**config.mk**
```make
export PLATFORM = sky130hd
export DESIGN_NAME = flash_cfg_loader
export DESIGN_NICKNAME = d
export VERILOG_FILES = /design/src/rtl/ldr_pkg.sv /design/src/rtl/ldr_reconf_sync.sv /design/src/rtl/ldr_seq_ctrl.sv /design/src/rtl/ldr_addr_gen.sv /design/src/rtl/flash_cfg_loader.sv
export SDC_FILE = /design/constraint.sdc
export NUM_CORES = 1
export LEC_CHECK = 0
export ABC_AREA = 1
export BUFFER_PORTS_ARGS = -buffer_cell sky130_fd_sc_hd__buf_2
export CORE_ASPECT_RATIO = 0.9
export CORE_MARGIN = 8
export CORE_UTILIZATION = 54
export CTS_BUF_LIST = sky130_fd_sc_hd__clkbuf_4 sky130_fd_sc_hd__clkbuf_8
export DETAILED_ROUTE_END_ITERATION = 10
export PLACE_DENSITY = 0.92
export REMOVE_ABC_BUFFERS = 1
export SYNTH_ARGS = -nofsm -noshare
export SYNTH_HDL_FRONTEND = slang
export SYNTH_SLANG_ARGS = --single-unit
```
**constraint.sdc**
```tcl
create_clock -name clk -period 1.9 [get_ports clk]
set_input_delay 0.38 -clock clk [delete_from_list [all_inputs] [get_ports clk]]
set_output_delay 0.38 -clock clk [all_outputs]
set_load 0.02 [all_outputs]
```
**src/rtl/ldr_pkg.sv**
```systemverilog
// Shared types for the flash configuration loader.
package ldr_pkg;
    // Sequencer states; DONE and ERROR are terminal until a restart.
    typedef enum logic [2:0] {
        ST_IDLE,
        ST_REQUEST,
        ST_WAIT_STATUS,
        ST_STREAM,
        ST_DONE,
        ST_ERROR
    } ldr_state_e;
endpackage

```
**src/rtl/ldr_reconf_sync.sv**
```systemverilog
// Synchronises the asynchronous active-low reconfiguration input and
// emits a one-cycle pulse on each synchronised falling edge.
// Assumes STAGES >= 2. A level held low produces a single pulse.
module ldr_reconf_sync #(
    parameter int STAGES = 2
) (
    input  logic clk,
    input  logic rst_n,
    input  logic req_n_i,
    output logic restart_o
);
    logic [STAGES-1:0] chain_q;
    logic              last_q;

    // Shift the input through the synchroniser and keep the previous level.
    always_ff @(posedge clk) begin
        if (!rst_n) begin
            chain_q <= '1;
            last_q  <= 1'b1;
        end else begin
            chain_q <= {chain_q[STAGES-2:0], req_n_i};
            last_q  <= chain_q[STAGES-1];
        end
    end

    // A high-to-low step of the synchronised level is a restart request.
    assign restart_o = last_q && !chain_q[STAGES-1];
endmodule

```
**src/rtl/ldr_seq_ctrl.sv**
```systemverilog
// State sequencer of the loader: request pulse, status wait with timeout,
// streaming, and the terminal done/error states. One shared cycle counter
// times both the request pulse and the status wait.
// Assumes REQ_CYCLES >= 1 and STATUS_TIMEOUT >= 1.
module ldr_seq_ctrl
    import ldr_pkg::*;
#(
    parameter int REQ_CYCLES     = 8,
    parameter int STATUS_TIMEOUT = 1000
) (
    input  logic       clk,
    input  logic       rst_n,
    input  logic       grant_i,
    input  logic       restart_i,
    input  logic       status_i,
    input  logic       done_i,
    input  logic       image_end_i,
    output ldr_state_e state_o,
    output logic       start_o
);
    localparam int CNT_MAX = (REQ_CYCLES > STATUS_TIMEOUT) ? REQ_CYCLES : STATUS_TIMEOUT;
    localparam int CNT_W   = $clog2(CNT_MAX + 1);
    localparam logic [CNT_W-1:0] REQ_LAST = CNT_W'(REQ_CYCLES - 1);
    localparam logic [CNT_W-1:0] TO_LAST  = CNT_W'(STATUS_TIMEOUT - 1);

    ldr_state_e       state_q, state_d;
    logic [CNT_W-1:0] cnt_q, cnt_d;

    // Next-state and counter decision; a restart overrides every state.
    always_comb begin
        state_d = state_q;
        cnt_d   = cnt_q;
        if (restart_i) begin
            state_d = ST_IDLE;
            cnt_d   = '0;
        end else begin
            case (state_q)
                ST_IDLE: begin
                    if (grant_i) begin
                        state_d = ST_REQUEST;
                        cnt_d   = '0;
                    end
                end
                ST_REQUEST: begin
                    if (!grant_i) begin
                        state_d = ST_IDLE;
                    end else if (cnt_q == REQ_LAST) begin
                        state_d = ST_WAIT_STATUS;
                        cnt_d   = '0;
                    end else begin
                        cnt_d = cnt_q + CNT_W'(1);
                    end
                end
                ST_WAIT_STATUS: begin
                    if (!grant_i) begin
                        state_d = ST_IDLE;
                    end else if (status_i) begin
                        state_d = ST_STREAM;
                    end else if (cnt_q == TO_LAST) begin
                        state_d = ST_ERROR;
                    end else begin
                        cnt_d = cnt_q + CNT_W'(1);
                    end
                end
                ST_STREAM: begin
                    if (!grant_i) begin
                        state_d = ST_IDLE;
                    end else if (!status_i) begin
                        state_d = ST_ERROR;
                    end else if (done_i) begin
                        state_d = ST_DONE;
                    end else if (image_end_i) begin
                        state_d = ST_ERROR;
                    end
                end
                default: begin
                    state_d = state_q;
                end
            endcase
        end
    end

    // State and counter registers.
    always_ff @(posedge clk) begin
        if (!rst_n) begin
            state_q <= ST_IDLE;
            cnt_q   <= '0;
        end else begin
            state_q <= state_d;
            cnt_q   <= cnt_d;
        end
    end

    assign state_o = state_q;
    // An attempt begins when an idle sequencer holds the grant.
    assign start_o = (state_q == ST_IDLE) && grant_i && !restart_i;
endmodule

```
**src/rtl/ldr_addr_gen.sv**
```systemverilog
// Flash address generator: latches the page at attempt start and counts
// delivered words. The counter is one bit wider than the word field so
// that the image-length limit is reached without wrapping.
// Assumes IMG_WORDS >= 2.
module ldr_addr_gen #(
    parameter int PAGE_W    = 2,
    parameter int IMG_WORDS = 1024,
    parameter int WORD_AW   = $clog2(IMG_WORDS)
) (
    input  logic                      clk,
    input  logic                      rst_n,
    input  logic                      start_i,
    input  logic [PAGE_W-1:0]         page_i,
    input  logic                      step_i,
    output logic [PAGE_W+WORD_AW-1:0] addr_o,
    output logic                      image_end_o
);
    localparam logic [WORD_AW:0] LAST_COUNT = (WORD_AW + 1)'(IMG_WORDS);

    logic [PAGE_W-1:0] page_q;
    logic [WORD_AW:0]  word_q;

    // Page capture on start, word count on each delivered word.
    always_ff @(posedge clk) begin
        if (!rst_n) begin
            page_q <= '0;
            word_q <= '0;
        end else if (start_i) begin
            page_q <= page_i;
            word_q <= '0;
        end else if (step_i) begin
            word_q <= word_q + (WORD_AW + 1)'(1);
        end
    end

    assign addr_o      = {page_q, word_q[WORD_AW-1:0]};
    assign image_end_o = (word_q == LAST_COUNT);
endmodule

```
**src/rtl/flash_cfg_loader.sv**
```systemverilog
// Top of the flash configuration loader. It wires the reconfiguration
// synchroniser, the state sequencer and the address generator, and it
// gates the flash read strobe combinationally with grant, status and
// done so that reading stops in the cycle those inputs change.
// Assumes all inputs except reconf_n_i are synchronous to clk.
module flash_cfg_loader
    import ldr_pkg::*;
#(
    parameter int PAGE_W         = 2,
    parameter int IMG_WORDS      = 1024,
    parameter int DATA_W         = 16,
    parameter int REQ_CYCLES     = 8,
    parameter int STATUS_TIMEOUT = 1000
) (
    input  logic                                  clk,
    input  logic                                  rst_n,
    input  logic                                  grant_i,
    input  logic [PAGE_W-1:0]                     page_sel_i,
    input  logic                                  reconf_n_i,
    output logic [PAGE_W+$clog2(IMG_WORDS)-1:0]   flash_addr_o,
    output logic                                  flash_rd_o,
    input  logic [DATA_W-1:0]                     flash_data_i,
    output logic                                  cfg_req_n_o,
    input  logic                                  tgt_status_i,
    input  logic                                  tgt_done_i,
    output logic [DATA_W-1:0]                     tgt_data_o,
    output logic                                  tgt_valid_o,
    output logic                                  done_o,
    output logic                                  err_o
);
    localparam int WORD_AW = $clog2(IMG_WORDS);
    localparam int ADDR_W  = PAGE_W + WORD_AW;

    ldr_state_e        state;
    logic              restart;
    logic              start;
    logic              image_end;
    logic              rd;
    logic [ADDR_W-1:0] addr;

    ldr_reconf_sync #(
        .STAGES(2)
    ) u_sync (
        .clk      (clk),
        .rst_n    (rst_n),
        .req_n_i  (reconf_n_i),
        .restart_o(restart)
    );

    ldr_seq_ctrl #(
        .REQ_CYCLES    (REQ_CYCLES),
        .STATUS_TIMEOUT(STATUS_TIMEOUT)
    ) u_ctrl (
        .clk        (clk),
        .rst_n      (rst_n),
        .grant_i    (grant_i),
        .restart_i  (restart),
        .status_i   (tgt_status_i),
        .done_i     (tgt_done_i),
        .image_end_i(image_end),
        .state_o    (state),
        .start_o    (start)
    );

    ldr_addr_gen #(
        .PAGE_W   (PAGE_W),
        .IMG_WORDS(IMG_WORDS),
        .WORD_AW  (WORD_AW)
    ) u_addr (
        .clk        (clk),
        .rst_n      (rst_n),
        .start_i    (start),
        .page_i     (page_sel_i),
        .step_i     (rd),
        .addr_o     (addr),
        .image_end_o(image_end)
    );

    // Read only while streaming with grant, healthy status, no done, words left.
    always_comb begin
        rd = (state == ST_STREAM) && grant_i && tgt_status_i && !tgt_done_i && !image_end;
    end

    // Bus outputs are released to zero whenever no read is in progress.
    always_comb begin
        flash_rd_o   = rd;
        flash_addr_o = rd ? addr : '0;
        tgt_valid_o  = rd;
        tgt_data_o   = rd ? flash_data_i : '0;
    end

    assign cfg_req_n_o = (state != ST_REQUEST);
    assign done_o      = (state == ST_DONE);
    assign err_o       = (state == ST_ERROR);
endmodule

```
==> summary.md <==
| Metric | Value |
|---|---|
| Routed WL | 7740 µm |
| WHS | 0.281 ns |
| # diodes | 0 |
| Routability cong. | 0.901 |
| Remaining DRCs | 0 |
| Hold WC Path Type | input pin to flop |
| Nets | 441 |
| Antenna violations before repair | 0 |
| Row count | 21 |
| FF+latch count, synth | 29 |
| Post-synthesis mux area share | 0% |
| Crit. End Element | primary output |
| CP Max Fanout | 5 |
| Vias in the first global route | 2380 |
| Top delay family on crit path | buffers and inverters |
| Post-synthesis sequential area ratio | 28.5% |
| Tot GR Track Use | 23.4% |
| DR vias | 2673 |
| Clock root buffer | clkbuf_8 |
| WS Path Type | flop to primary output |
| Top-Level Pins | 57 |
| Final std cells w/o fill | 461 |
| Status | finished with violations |
| Routed len/inst | 16.8 µm |
| Grt ovf | 0 |
| Crit path cell chain | inv_1, nand4_1, o21ai_4, buf_6, buf_8, nor2_2, buf_6 |
| Post-synth EDFFs | 0 |
| Syn Std Cell Area | 2040 µm² |
| Crit path DAT | 1.83 ns |
| Initial DRC Count | 410 |
| Peak VDD IR | 572 µV |
| Clk_lat worst skew | 0.29 ns |
| Slowest cell on the critical path | dfxtp_1 |
| CTS H-tree lvls | 2 |
| Initial Util | 55.4% |
| Layout area overhead | 36.4% |
| Synth Area in Compound Gates | 11.6% |
| Gate Count Post-Synth | 338 |
| P_leak | 1.34 nW |
| TritonCTS buffer count | 5 |
| Maxcap violations | 0 |
| Largest family of logic cells by synthesized area | simple AND/OR/NAND/NOR gates |
| Syn Area/Cell | 6.03 µm² |
| Worst path most repeated cell | buf_6 |
| Synth unique cells | 31 |
| Worst Path Required | 1.52 ns |
| Post-synthesis simple-gate area fraction | 42.3% |
| Placed insts | 439 |
| Final Cycle Share | 116% |
| Final ANT Viol Nets | 0 |
| Worst-case clock buffer depth | 2 |
| Slowest cell delay on critical path | 0.34 ns |
| Clk sinks | 29 |
| Failing checks | setup timing |
| Fmax achieved | 453 MHz |
| CTS tree | built |
| Xor/xnor share of the synthesized area | 1.72% |
| First-pass GRT wire length | 11100 µm |
| YS warnings | 0 |
| Final-report max-slew violation count | 0 |
| Ys async rst share | 0% |
| Adder-Cell Fraction of Synth Area | 1.84% |
| Least-Margin Pin Slew | 0.455 ns |
| Layout cell share with drive strength beyond 1 | 31.8% |
| Die height | 74.3 µm |
| Port bufs | 56 |
| Setup violators final | 30 |
| Slew headroom | 69.5% |
| Worst setup SP type | flop |
| Final Skew | 0.00347 ns |
| Power per cell area | 824 nW/µm² |
| RSZ-0062 raised after global routing | yes |
| Fin. Hold Viols | 0 |
| PnR worst setup slack | -0.310 ns |
| Die width | 80.8 µm |
| Largest net degree at the start of global routing | 14 |
| Area of the die | 6000 µm² |
| Drt via density | 5.80 |
| CP Buf/Inv Count | 4 |
| Reg2Reg Setup Slack | 0.03 ns |
| Detailed placement HPWL | 4270 µm |
| Core footprint | 3680 µm² |
| Fin util | 75.6% |
| Worst-path clk slew | 0.07 ns |
| Most frequently used flop master after synthesis | dfxtp_1 |
| Pre-antenna DRT Iters | 6 |
| Tmin final | 2.21 ns |
-- timing repair --
item | CTS | global route
hold buffers | 0 | 0
pin swaps | 3 | 5
endpoints found under the setup margin | 30 | 33
resized for setup | 42 | 25
cloned | 2 | 0
buffers inserted | 12 | 3
-- Yosys cell counts (2+ instances only) --
| master | instances | area [µm²] |
|---|---|---|
| nand2_2 | 6 | 37.5 |
| or2_2 | 2 | 12.5 |
| nor3_1 | 6 | 30.0 |
| ha_1 | 3 | 37.5 |
| nand2_4 | 3 | 33.8 |
| xor2_1 | 3 | 26.3 |
| o21ai_2 | 3 | 26.3 |
| buf_6 | 4 | 45.0 |
| nor2_1 | 63 | 236 |
| dfxtp_1 | 29 | 581 |
| inv_2 | 4 | 15.0 |
| o21ai_0 | 5 | 25.0 |
| nand2_1 | 73 | 274 |
| inv_1 | 53 | 199 |
| o21ai_1 | 4 | 20.0 |
| buf_4 | 2 | 15.0 |
| a21oi_1 | 27 | 135 |
| nor2_2 | 5 | 31.3 |
| buf_2 | 2 | 10.0 |
| nand3_1 | 21 | 105 |
| nand4_1 | 10 | 62.6 |
-- placed cells by master (no fill, tap or decap), drive strengths merged --
master   n
dfxtp   29
ha       3
buf     77
a21oi   28
o21bai   1
nand3   22
a211oi   1
xor2     3
nand2   82
or2      2
inv     57
nand4   10
nor2    69
nor3     7
o21ai   12
nand3b   1
clkbuf   7
o22ai    1
xnor2    1
clkinv   2
-- worst reg2reg max path, stage by stage (launching register included) --
cell	delay (ns)
dfxtp_1	0.34
inv_1	0.16
nand4_1	0.27
buf_4	0.23
nor2_4	0.14
nor2_4	0.09
buf_4	0.20
nor2_4	0.11
nand3b_1	0.10
nand2_1	0.09
nor2_1	0.04
-- registers in the layout, summed over array words and instances (netlist names) --
name and cells:
u_ctrl.cnt_q 10, u_sync.last_q 1, u_sync.chain_q 2, u_addr.word_q 11, u_ctrl.state_o 3, u_addr.page_q 2
-- area by class of cell --
| class | count | area (µm²) |
|---|---|---|
| Clock inverter | 1 | 5.00 |
| Clock buffer | 7 | 96.3 |
| Sequential cell | 29 | 586 |
| Tap cell | 46 | 57.6 |
| Fill cell | 254 | 896 |
| Multi-Input combinational cell | 243 | 1260 |
| Inverter | 58 | 218 |
| Timing Repair Buffer | 77 | 562 |
-- through the flow --
step | total power [W] | area, µm² | TNS, ns | setup WS [ns]
finish | 0.00229 | 2780 | -7.29 | -0.310
CTS | 0.00222 | 2730 | -2.45 | -0.109
global route | 0.00242 | 2780 | -7.97 | -0.327
global placement | 0.00157 | 2370 | 0 | 0.192
floorplan | 0.00135 | 1970 | -6.53 | -0.255
detailed placement | 0.00159 | 2370 | 0 | 0.0889
-- cell families after synthesis --
group                    count (synthesis)
AO/OA/AOI/OAI                           43
XOR/XNOR                                 4
adder cells (fa/ha/maj)                  3
buffers and inverters                   66
flip-flops                              29
AND/OR/NAND/NOR                        193
-- layer usage --
metal / global-route usage, % / share of wire (%) / vias to the layer above
li1: - / - / 1208
met1: 24.6 / 33 / 1191
met2: 40.3 / 51 / 215
met3: 7.25 / 8.7 / 59
met4: 13.9 / 6.7 / 0
met5: 0 / 0 / -
-- worst paths after layout --
kind,start,end,cells after the start
setup reg to reg,u_addr.word_q[7]$_SDFFE_PP0P_,u_ctrl.state_o[1]$_SDFFE_PP0P_,10
hold / removal,reconf_n_i,u_sync.chain_q[0]$_SDFF_PN1_,2
hold reg to reg,u_sync.chain_q[0]$_SDFF_PN1_,u_sync.chain_q[1]$_SDFF_PN1_,1
setup / recovery,u_addr.word_q[7]$_SDFFE_PP0P_,flash_addr_o[2],7
-- power by group --
group          internal, W  switching, W  total (W)
combinational     0.000314      0.000687    0.00100
sequential        0.000661     0.0000472   0.000708
clock             0.000327      0.000257   0.000584
total              0.00130      0.000990    0.00229
Power figures use the tool's default switching activity.
